[src/rtl/scram_mem_pkg.sv]
package scram_mem_pkg;
    localparam int DW = 32;
    localparam int IW = 7;
    localparam int WW = DW + IW;
    localparam int KW = 64;

    typedef logic [WW-1:0] word_t;

    typedef enum logic [1:0] {HOLD_EMPTY, HOLD_PLAIN, HOLD_SCRAM} hold_st_e;
    typedef enum logic [1:0] {RMW_IDLE, RMW_MERGE, RMW_WRITE} rmw_st_e;

    function automatic word_t encode_word(input logic [DW-1:0] d);
        logic [IW-1:0] p;
        for (int i = 0; i < IW; i++) begin
            p[i] = 1'b0;
            for (int j = i; j < DW; j += IW) p[i] = p[i] ^ d[j];
        end
        return {p, d};
    endfunction

    function automatic logic [KW-1:0] ks_mix1(input logic [KW-1:0] key,
                                              input logic [KW-1:0] nonce,
                                              input logic [31:0]  addr);
        logic [KW-1:0] m;
        for (int b = 0; b < KW; b++)
            m[b] = key[b] ^ nonce[(b * 5 + 3) % KW] ^ addr[b % 32];
        return m;
    endfunction

    function automatic word_t ks_mix2(input logic [KW-1:0] t);
        word_t k;
        for (int i = 0; i < WW; i++)
            k[i] = t[i] ^ t[(i * 7 + 11) % KW] ^ (t[(i + 20) % KW] & t[(i + 41) % KW]);
        return k;
    endfunction
endpackage

[src/rtl/scram_ks_unit.sv]
module scram_ks_unit
    import scram_mem_pkg::*;
#(
    parameter int AW = 6
) (
    input  logic              clk_i,
    input  logic              rst_i,
    input  logic              load_i,
    input  logic [AW-1:0]     addr_i,
    input  logic [KW-1:0]     key_i,
    input  logic [KW-1:0]     nonce_i,
    output word_t             ks_o
);
    logic [KW-1:0] mid_q;
    logic [31:0]   addr_ext;

    assign addr_ext = 32'(addr_i);

    always_ff @(posedge clk_i) begin
        if (rst_i)       mid_q <= '0;
        else if (load_i) mid_q <= ks_mix1(key_i, nonce_i, addr_ext);
    end

    assign ks_o = ks_mix2(mid_q);
endmodule

[src/rtl/scram_hold_regs.sv]
module scram_hold_regs
    import scram_mem_pkg::*;
#(
    parameter int AW = 6
) (
    input  logic          clk_i,
    input  logic          rst_i,
    input  logic          load_i,
    input  logic [AW-1:0] load_addr_i,
    input  word_t         load_word_i,
    input  logic          port_busy_i,
    input  word_t         ks_i,
    output logic          valid_o,
    output logic [AW-1:0] addr_o,
    output word_t         plain_o,
    output logic          commit_o,
    output word_t         commit_word_o
);
    hold_st_e      st_q;
    logic [AW-1:0] addr_q;
    word_t         plain_q;
    word_t         scram_q;
    word_t         fresh_scram;

    assign fresh_scram   = plain_q ^ ks_i;
    assign valid_o       = (st_q != HOLD_EMPTY);
    assign addr_o        = addr_q;
    assign plain_o       = plain_q;
    assign commit_o      = valid_o && !port_busy_i;
    assign commit_word_o = (st_q == HOLD_PLAIN) ? fresh_scram : scram_q;

    always_ff @(posedge clk_i) begin
        if (rst_i) begin
            st_q    <= HOLD_EMPTY;
            addr_q  <= '0;
            plain_q <= '0;
            scram_q <= '0;
        end else if (load_i) begin
            st_q    <= HOLD_PLAIN;
            addr_q  <= load_addr_i;
            plain_q <= load_word_i;
        end else if (commit_o) begin
            st_q <= HOLD_EMPTY;
        end else if (st_q == HOLD_PLAIN) begin
            st_q    <= HOLD_SCRAM;
            scram_q <= fresh_scram;
        end
    end
endmodule

[src/rtl/scram_mem_array.sv]
module scram_mem_array
    import scram_mem_pkg::*;
#(
    parameter int DEPTH = 64,
    localparam int AW = $clog2(DEPTH)
) (
    input  logic          clk_i,
    input  logic          re_i,
    input  logic [AW-1:0] raddr_i,
    output word_t         rdata_o,
    input  logic          we_i,
    input  logic [AW-1:0] waddr_i,
    input  word_t         wdata_i
);
    word_t cells [DEPTH];

    always_ff @(posedge clk_i) begin
        if (we_i) cells[waddr_i] <= wdata_i;
        if (re_i) rdata_o <= cells[raddr_i];
    end
endmodule

[src/rtl/scram_mem_pipe.sv]
module scram_mem_pipe
    import scram_mem_pkg::*;
#(
    parameter int DEPTH = 64,
    localparam int AW = $clog2(DEPTH)
) (
    input  logic          clk_i,
    input  logic          rst_i,
    input  logic          req_i,
    input  logic          we_i,
    input  logic [AW-1:0] addr_i,
    input  logic [3:0]    be_i,
    input  logic [31:0]   wdata_i,
    input  logic [63:0]   key_i,
    input  logic [63:0]   nonce_i,
    output logic          gnt_o,
    output logic          rvalid_o,
    output logic [31:0]   rdata_o,
    output logic [6:0]    rintg_o
);
    rmw_st_e       rmw_q;
    logic [AW-1:0] rmw_addr_q;
    logic [3:0]    rmw_be_q;
    logic [31:0]   rmw_data_q;

    logic acc, acc_rd, acc_full, acc_part, arr_re, arr_we;
    logic rd_pend_q, hit_q;
    word_t fwd_q, ks, mem_q, old_word, hold_plain, load_word, commit_word;
    logic hold_valid, hold_load;
    logic [AW-1:0] hold_addr, load_addr;
    logic [31:0] merged;

    assign gnt_o    = (rmw_q == RMW_IDLE);
    assign acc      = req_i && gnt_o;
    assign acc_rd   = acc && !we_i;
    assign acc_full = acc && we_i && (be_i == 4'hF);
    assign acc_part = acc && we_i && (be_i != 4'hF);
    assign arr_re   = acc_rd || acc_part;

    always_ff @(posedge clk_i) begin
        if (rst_i) begin
            rmw_q      <= RMW_IDLE;
            rmw_addr_q <= '0;
            rmw_be_q   <= '0;
            rmw_data_q <= '0;
            rd_pend_q  <= 1'b0;
            hit_q      <= 1'b0;
            fwd_q      <= '0;
        end else begin
            rd_pend_q <= acc_rd;
            if (arr_re) begin
                hit_q <= hold_valid && (hold_addr == addr_i);
                fwd_q <= hold_plain;
            end
            unique case (rmw_q)
                RMW_IDLE: if (acc_part) begin
                    rmw_q      <= RMW_MERGE;
                    rmw_addr_q <= addr_i;
                    rmw_be_q   <= be_i;
                    rmw_data_q <= wdata_i;
                end
                RMW_MERGE: rmw_q <= RMW_WRITE;
                default:   rmw_q <= RMW_IDLE;
            endcase
        end
    end

    scram_ks_unit #(.AW(AW)) u_ks (
        .clk_i(clk_i), .rst_i(rst_i), .load_i(acc), .addr_i(addr_i),
        .key_i(key_i), .nonce_i(nonce_i), .ks_o(ks)
    );

    assign old_word = hit_q ? fwd_q : (mem_q ^ ks);
    assign rvalid_o = rd_pend_q;
    assign rdata_o  = old_word[DW-1:0];
    assign rintg_o  = old_word[WW-1:DW];

    for (genvar k = 0; k < 4; k++) begin : g_merge
        assign merged[8*k +: 8] = rmw_be_q[k] ? rmw_data_q[8*k +: 8] : old_word[8*k +: 8];
    end

    assign hold_load = acc_full || (rmw_q == RMW_MERGE);
    assign load_addr = acc_full ? addr_i : rmw_addr_q;
    assign load_word = acc_full ? encode_word(wdata_i) : encode_word(merged);

    scram_hold_regs #(.AW(AW)) u_hold (
        .clk_i(clk_i), .rst_i(rst_i), .load_i(hold_load), .load_addr_i(load_addr),
        .load_word_i(load_word), .port_busy_i(arr_re), .ks_i(ks),
        .valid_o(hold_valid), .addr_o(hold_addr), .plain_o(hold_plain),
        .commit_o(arr_we), .commit_word_o(commit_word)
    );

    scram_mem_array #(.DEPTH(DEPTH)) u_arr (
        .clk_i(clk_i), .re_i(arr_re), .raddr_i(addr_i), .rdata_o(mem_q),
        .we_i(arr_we), .waddr_i(hold_addr), .wdata_i(commit_word)
    );
endmodule

[config.mk]
export PLATFORM = sky130hd
export DESIGN_NAME = scram_mem_pipe
export DESIGN_NICKNAME = d
export VERILOG_FILES = /design/src/rtl/scram_mem_pkg.sv /design/src/rtl/scram_ks_unit.sv /design/src/rtl/scram_hold_regs.sv /design/src/rtl/scram_mem_array.sv /design/src/rtl/scram_mem_pipe.sv
export SDC_FILE = /design/constraint.sdc
export NUM_CORES = 2
export LEC_CHECK = 0
export CORE_ASPECT_RATIO = 0.6
export CORE_MARGIN = 4
export CORE_UTILIZATION = 35
export CTS_BUF_LIST = sky130_fd_sc_hd__clkbuf_16
export CTS_CLUSTER_SIZE = 40
export DETAILED_ROUTE_END_ITERATION = 8
export HOLD_SLACK_MARGIN = 0.08
export PLACE_DENSITY = 0.47
export SLEW_MARGIN = 15
export SYNTH_ARGS = -nofsm -noshare
export SYNTH_HDL_FRONTEND = slang
export SYNTH_SLANG_ARGS = --single-unit
[constraint.sdc]
create_clock -name clk_i -period 10.3 [get_ports clk_i]
set_clock_uncertainty 0.2 [all_clocks]
set_input_delay 2.06 -clock clk_i [delete_from_list [all_inputs] [get_ports clk_i]]
set_output_delay 2.06 -clock clk_i [all_outputs]
set_load 0.05 [all_outputs]
# Word-level counts from Yosys, hierarchy flattened
# Memories as Yosys holds them, arrays and structs flattened. A register that Yosys moved wholly into a read port is not among the register bits.
# Cells that the tools add are included.
[totals] register_bits=235 ram_bits=2496 wordCells=299 mem_count=1
[classes] eq_ne=6 mux=15 n_bitwise=247 reduce_logical=17
[memory_table] name="u_arr.cells" words=64 width=39 read_ports=1 rd_clocked_by_memory_dff=1 write_ports=1 line="scram_mem_array.sv:15" rtl="word_t cells [DEPTH];"
[ops] cell="1-bit XOR" n=204
[ops] cell="39-bit 2-to-1 mux" n=3
[ops] cell="39-bit XOR" n=2
[ops] cell="1-bit AND" n=39
[ops] cell="8-bit 2-to-1 mux" n=4
[ops] cell="1-bit logical AND" n=7
[ops] cell="6-bit equality test" n=1
[ops] cell="6-bit 2-to-1 mux" n=1
[ops] cell="1-bit 2-to-1 mux" n=5
[ops] cell="2-bit by 1-bit equality test with 1-bit output (second input constant)" n=2
[ops] cell="4-bit equality test (second input constant)" n=1
[ops] cell="4-bit != test (second input constant)" n=1
[ops] cell="2-bit one-hot mux with 2 select lines" n=1
[ops] cell="2-bit AND reduction" n=2
[ops] cell="3-bit nonzero test" n=1
[ops] cell="3-bit OR reduction" n=1
[ops] cell="1-bit logical NOT" n=2
[ops] cell="2-bit logical NOT" n=1
[ops] cell="1-bit logical OR" n=2
[ops] cell="2-bit 2-to-1 mux" n=1
[ops] cell="2-bit by 1-bit != test with 1-bit output (second input constant)" n=1
[ops] cell="1-bit NOT" n=2
[ops] cell="2-bit nonzero test" n=1

# Logic depth before layout (Yosys ltp)
[logic_depth] depth_word=10 mapped_depth=10 ltp_nobuf=8

# Cells and area by module
# From an unflattened synthesis, not the netlist that was laid out.
[unflattened] cells_unflattened=5610 hier_area_um2=108688.0
[by_module_without_submodules] mod="scram_mem_array" n_inst=1 cells_per_inst=4059 area_per_inst_um2=95743.1 seq_area_each_um2=76123.0
[by_module_without_submodules] mod="scram_mem_pipe" n_inst=1 cells_per_inst=723 area_per_inst_um2=5168.7 seq_area_each_um2=1701.6
[by_module_without_submodules] mod="scram_ks_unit" n_inst=1 cells_per_inst=416 area_per_inst_um2=3988.8 seq_area_each_um2=1281.2
[by_module_without_submodules] mod="scram_hold_regs" n_inst=1 cells_per_inst=412 area_per_inst_um2=3787.4 seq_area_each_um2=1721.7

# Worst setup path before layout
# Ideal clock, no wire load.
[synth_path] kind="input to register" start="input req_i" end="memory u_arr.cells[44][0] (netlist bit), enable pin" setup_time_ns=0.534 arrival_time_ns=6.895 t_required_ns=9.566 setup_slack_ns=2.671 path_stages=7 path_buffers=1 cell_sequence="nor3b_1 -> clkbuf_1 -> nand2_1 -> inv_1 -> nor2_1 -> nand3_1 -> nor4bb_1"
[synth_via] elab_chain_len=8 elab_cells_between_ends=9 classes_between="2 x mux; 7 x reduce/logical"
[synth_rtl] item="start: declaration" line="scram_mem_pipe.sv:9" rtl="input logic req_i,"
[synth_rtl] item="1-bit logical AND (*)" line="scram_mem_pipe.sv:34" rtl="assign acc = req_i && gnt_o;"
[synth_rtl] item="1-bit logical AND (2 in a row)" line="scram_mem_pipe.sv:37" rtl="assign acc_part = acc && we_i && (be_i != 4'hF);"
[synth_rtl] item="1-bit logical OR (*)" line="scram_mem_pipe.sv:38" rtl="assign arr_re = acc_rd || acc_part;"
[synth_rtl] item="1-bit logical NOT (*)" line="scram_hold_regs.sv:29" rtl="assign commit_o = valid_o && !port_busy_i;"
[synth_rtl] item="1-bit logical AND (*)" line="scram_hold_regs.sv:29"
[synth_rtl] item="1-bit 2-to-1 mux (*)" line="scram_mem_array.sv:18" rtl="if (we_i) cells[waddr_i] <= wdata_i;"
[synth_rtl] item="1-bit 2-to-1 mux (not written as such) (*)" line="scram_mem_array.sv:18"
[synth_rtl] item="end: declaration" line="scram_mem_array.sv:15"
# Every way passes the cells marked *; elsewhere a longest branch is shown, timed or not.

# Final worst setup path
[layout_path] start="register u_ks.mid_q[11]" end="output rdata_o[0]"
[layout_via] elab_chain_len=4
[layout_rtl] item="start: declaration" line="scram_ks_unit.sv:14" rtl="logic [KW-1:0] mid_q;"
[layout_rtl] item="start signal: assignment" line="scram_ks_unit.sv:21" rtl="else if (load_i) mid_q <= ks_mix1(key_i, nonce_i, addr_ext);"
[layout_rtl] item="1-bit XOR (2 in a row)" line="scram_mem_pkg.sv:33" rtl="k[i] = t[i] ^ t[(i * 7 + 11) % KW] ^ (t[(i + 20) % KW] & t[(i + 41) % KW]);"
[layout_rtl] item="39-bit XOR" line="scram_mem_pipe.sv:73" rtl="assign old_word = hit_q ? fwd_q : (mem_q ^ ks);"
[layout_rtl] item="39-bit 2-to-1 mux" line="scram_mem_pipe.sv:73"
[layout_rtl] item="end: declaration" line="scram_mem_pipe.sv:18" rtl="output logic [31:0] rdata_o,"
# No other way between the ends.

==> summary by stage <==
Status
The run finished with clean final reports.

Synth
The share of synthesized cell area in full adder, half adder and majority cells is 0.000115. Yosys mapped the design onto 48 distinct sky130hd cell types. The portion of the post-synthesis area used by sequential elements is 0.745. Synthesis produced a netlist with a net count of 5457. Yosys attributes the largest share of cell area to sky130_fd_sc_hd__edfxtp_1 (70%), sky130_fd_sc_hd__mux4_2 (16%), sky130_fd_sc_hd__dfxtp_1 (4.3%).

In this run, synthesis inferred 2535 flip-flops with an integrated enable. The basic-gate share of the synthesized area counting and, or, nand and nor cells is 0.0251. In the synthesized netlist the async set-or-reset flop fraction comes to 0.

The mean area per synthesized cell is 20.5 sq um. The count of yosys warnings during synthesis is 0. The library cell with the largest summed area after synthesis is sky130_fd_sc_hd__edfxtp_1. The multiplexer share of the synthesized area is 0.168. The area fraction of the dominant cell type after synthesis is 0.701. The fraction of the mapped netlist area in compound gates came to 0.0233. The cell count after synthesis came out at 5282. Of the total synthesized cell area, the portion taken by XOR and XNOR cells is 0.0254.

Among all flip-flop cells after synthesis, the most frequent one is sky130_fd_sc_hd__edfxtp_1. The synthesis-stage register bit count is 2770. After synthesis, the largest family of logic cells by area is multiplexers.

The mapped netlist covers 109000 sq um.

Setup path
The category of cells accounting for the largest share of critical-path delay is XOR/XNOR gates. The critical path is of the register to output port type. STA classifies the critical path startpoint as a register. Data on the critical path is required at its endpoint by 8040 ps. STA classifies the critical path endpoint as an output port.

The slowest stage cell on the critical path is sky130_fd_sc_hd__xnor2_2. Traced cell by cell, the critical path runs through xor2_1, xnor2_2, xnor2_1, o21ai_0, clkdlybuf4s50_1. The critical-path maximum fanout is 4.

The start point of the critical path is u_ks.mid_q[11]. The count of buffer and inverter cells on the critical path is 1. In this design, the stage delay of the slowest critical-path cell is 1000 ps. In this run the critical register-to-register path is launched from rmw_q[1].

At the worst endpoint, the arrival time is 4190 ps.

Die
Pin placement for this block handled 215 I/O pins. The die covers 319000 sq um. The starting density of the core is 0.351. The die is 439 microns tall. The standard cell core area is 309000 sq um. The standard-cell row count is 158. The floorplan die width is 727 microns.

Clock tree
After clock tree synthesis, the setup repair step added 0 buffers. The clock transition at the register clock pins on the worst setup and hold paths after CTS is 70 ps. In this run the deepest clock path goes through 4 buffers.

TritonCTS built the clock tree. The worst-skew pair later-pin latency is 930 ps. The clock net sink count is 2770. In this run, CTS created clock tree buffers numbering 248.

The cell chosen for the clock root is sky130_fd_sc_hd__clkbuf_16. The deepest level of the CTS H-tree is 4. The count of hold-fix buffers inserted at cts is 0. The number of instances resized during post-cts repair is 0.

Global routing
The initial antenna violation count was 27. The number of global-route vias before repair is 52300. The global routing usage summed across all routing layers is 0.199. The global routing usage on met1 is 0.330. The first-pass GRT wire length is 444000 microns. The met2 usage is 0.268. Entering global routing, the biggest net connects 114 pins. For this run, global-route usage on met3 was measured as 0.0423.

The busiest metal layer after global routing is met1. Global routing finished with a remaining overflow of 0.

Pwr
The total power of the final layout is 0.0237 W. The peak supply drop is 157 uV. The power per cell area is 190 nW/um^2. The leakage power total is 40.0 nW.

Drt
The first detailed-routing pass ran for 6 iterations. The routed wire length is 324000 microns. Detailed routing inserted a total of 54500 vias. The via count normalized by instance count is 5.47. The mean routed wirelength per cell is 32.5 microns. In the routed design, unresolved DRC markers number 0.

In this run, the number of DRC markers left after iteration 0 of detailed routing was 7045. The number of nets with antenna violations after routing is 0.

STA
Setup repair after global routing left no endpoint under its margin. Setup violations remaining at the end of the flow were counted as 0. Measured against its own limit, the worst slew margin works out to 0.161. The transition at the pin with the smallest max-transition slack is 1250 ps.

The count of final hold-check violations is 0. The final count of pins violating max slew came to 0. The total negative slack is 0 ps. The final critical-path share of the clock period is 0.626. The highest clock rate is 155 MHz. The final worst-path setup slack is 3850 ps. Subtracting the final worst setup slack from the clock period gives 6450 ps.

Placed design
At the placement stage, the worst setup path has a slack of 3940 ps. The wire-length estimate of the detail-placed layout is 197000 microns. The placed instances occupy a cell area of 117000 sq um. The number of port buffers is 214.

The placer congestion estimate is 0.890.

Flow run
Across the run, the number of max-cap violations was 0.

Final layout
Summing all non-filler instances in the final layout gives an area of 125000 sq um. The post-synthesis to final-layout area growth is 14.9%. Of the cells placed in the final design, the portion with a size suffix greater than 1 is 0.249. The final-stage net count is 5782.

Measured on the finished design, the core utilization comes to 0.404.

Worst hold path
The path class of the tightest hold or removal check is register to register. The worst hold path begins at rmw_data_q[13].
[Yosys cell counts, types with 3 or more instances]
library cell               count
sky130_fd_sc_hd__clkbuf_1    166
sky130_fd_sc_hd__xor2_1       68
sky130_fd_sc_hd__mux2i_1      31
sky130_fd_sc_hd__o31ai_1      13
sky130_fd_sc_hd__nand2_1     402
sky130_fd_sc_hd__a211oi_1     96
sky130_fd_sc_hd__buf_6         5
sky130_fd_sc_hd__nand3_1       6
sky130_fd_sc_hd__dfxtp_1     235
sky130_fd_sc_hd__mux2_2        8
sky130_fd_sc_hd__a221oi_1      8
sky130_fd_sc_hd__o21ai_0      36
sky130_fd_sc_hd__a22oi_1      34
sky130_fd_sc_hd__nor2_1      174
sky130_fd_sc_hd__nor2b_1      32
sky130_fd_sc_hd__buf_1        51
sky130_fd_sc_hd__xor3_1       15
sky130_fd_sc_hd__edfxtp_1   2535
sky130_fd_sc_hd__or3_1         9
sky130_fd_sc_hd__nor3b_1      12
sky130_fd_sc_hd__buf_4        29
sky130_fd_sc_hd__o221a_2       3
sky130_fd_sc_hd__inv_1        16
sky130_fd_sc_hd__xnor3_1       8
sky130_fd_sc_hd__nor3_1        5
sky130_fd_sc_hd__o21ai_1      31
sky130_fd_sc_hd__a21oi_1     189
sky130_fd_sc_hd__mux4_2      793
sky130_fd_sc_hd__buf_2        56
sky130_fd_sc_hd__nand3b_1      6
sky130_fd_sc_hd__xnor2_1     185
sky130_fd_sc_hd__nand2b_1      7
[layer usage]
| metal | wire length, microns | part of all wire | vias to the layer above |
|---|---|---|---|
| li1 | - | - | 22200 |
| met1 | 161000 | 0.50 | 30100 |
| met2 | 133000 | 0.41 | 1910 |
| met3 | 25200 | 0.078 | 326 |
| met4 | 4840 | 0.015 | 8 |
| met5 | 42 | 0.00013 | - |
[logic make-up after synthesis]
logic type      after synthesis
xor+xnor                    276
compound gates              417
fa+ha+maj                     1
simple gates                663
flops                      2770
mux                         832
buf+inv                     323
[flip-flops by register name (all words and copies together) (netlist names)]
signal,flops
u_arr.cells,2496
u_ks.mid_q,64
fwd_q,39
u_arr.rdata_o,39
u_hold.plain_o,39
u_hold.scram_q,39
rmw_data_q,32
rmw_addr_q,6
u_hold.addr_o,6
rmw_be_q,4
rmw_q,2
u_hold.st_q,2
hit_q,1
rvalid_o,1
[power breakdown]
group | total [W] | internal (W) | switching (W)
clock | 0.00911 | 0.00493 | 0.00417
combinational | 0.00210 | 0.000761 | 0.00134
sequential | 0.0125 | 0.0124 | 0.000107
total | 0.0237 | 0.0180 | 0.00561
[cell type report]
type                            instances  area, sq um
Clock buffer                          252         6310
Antenna cell                            6         15.0
Timing Repair Buffer                  382         3570
Sequential cell                      2770        80800
Multi-Input combinational cell       2189        27300
Clock inverter                        195         1430
Tap cell                             4160         5200
Fill cell                           27300       184000
Inverter                               16         62.6
[cells in the final DEF (no fill, tap or decap), types with 6 or more instances in the layout]
cell type | Yosys | final
sky130_fd_sc_hd__xnor3_1 | 8 | 8
sky130_fd_sc_hd__nand2b_1 | 7 | 6
sky130_fd_sc_hd__nor2b_1 | 32 | 31
sky130_fd_sc_hd__a211oi_1 | 96 | 96
sky130_fd_sc_hd__clkdlybuf4s50_1 | 0 | 207
sky130_fd_sc_hd__diode_2 | 0 | 6
sky130_fd_sc_hd__clkbuf_16 | 0 | 252
sky130_fd_sc_hd__nor2_1 | 174 | 107
sky130_fd_sc_hd__nand3_1 | 6 | 6
sky130_fd_sc_hd__bufinv_16 | 0 | 21
sky130_fd_sc_hd__mux2_2 | 8 | 8
sky130_fd_sc_hd__nor3b_1 | 12 | 11
sky130_fd_sc_hd__xnor2_1 | 185 | 179
sky130_fd_sc_hd__clkinv_2 | 0 | 59
sky130_fd_sc_hd__clkinvlp_4 | 0 | 6
sky130_fd_sc_hd__or3_1 | 9 | 9
sky130_fd_sc_hd__nand2_1 | 402 | 401
sky130_fd_sc_hd__nand3b_1 | 6 | 6
sky130_fd_sc_hd__nor2_4 | 0 | 66
sky130_fd_sc_hd__o31ai_1 | 13 | 12
sky130_fd_sc_hd__edfxtp_1 | 2535 | 2535
sky130_fd_sc_hd__xor2_1 | 68 | 68
sky130_fd_sc_hd__a21oi_1 | 189 | 189
sky130_fd_sc_hd__inv_1 | 16 | 72
sky130_fd_sc_hd__mux2i_1 | 31 | 31
sky130_fd_sc_hd__mux4_2 | 793 | 793
sky130_fd_sc_hd__a22oi_1 | 34 | 34
sky130_fd_sc_hd__a221oi_1 | 8 | 8
sky130_fd_sc_hd__o21ai_0 | 36 | 27
sky130_fd_sc_hd__buf_12 | 0 | 10
sky130_fd_sc_hd__clkinv_1 | 0 | 46
sky130_fd_sc_hd__o21ai_4 | 0 | 40
sky130_fd_sc_hd__buf_4 | 29 | 158
sky130_fd_sc_hd__xor3_1 | 15 | 15
sky130_fd_sc_hd__dfxtp_1 | 235 | 234
[path summary, 6_finish.rpt]
| kind | depth (start not counted) | endpoint | slack [ps] |
|---|---|---|---|
| worst min register to register | 2 | rmw_data_q[13] | 260 |
| worst min-delay path | 2 | rmw_data_q[13] | 260 |
| worst max register to register | 7 | u_arr.cells[47][35] | 6360 |
| worst max-delay path | 5 | rdata_o[0] | 3850 |
[stage by stage]
stage                     hold slack [ps]  std cells
after floorplan                       231       5282
after global placement                238       9516
after detailed placement              245       9517
after CTS                             256       9964
after global routing                  271       9964
final                                 256       9970
[worst min-delay path: stages, from the launching register on]
cell and delay (ps):
sky130_fd_sc_hd__dfxtp_1 310, sky130_fd_sc_hd__nand2_1 50, sky130_fd_sc_hd__a21oi_1 50
(Power assumes the default switching activity.)
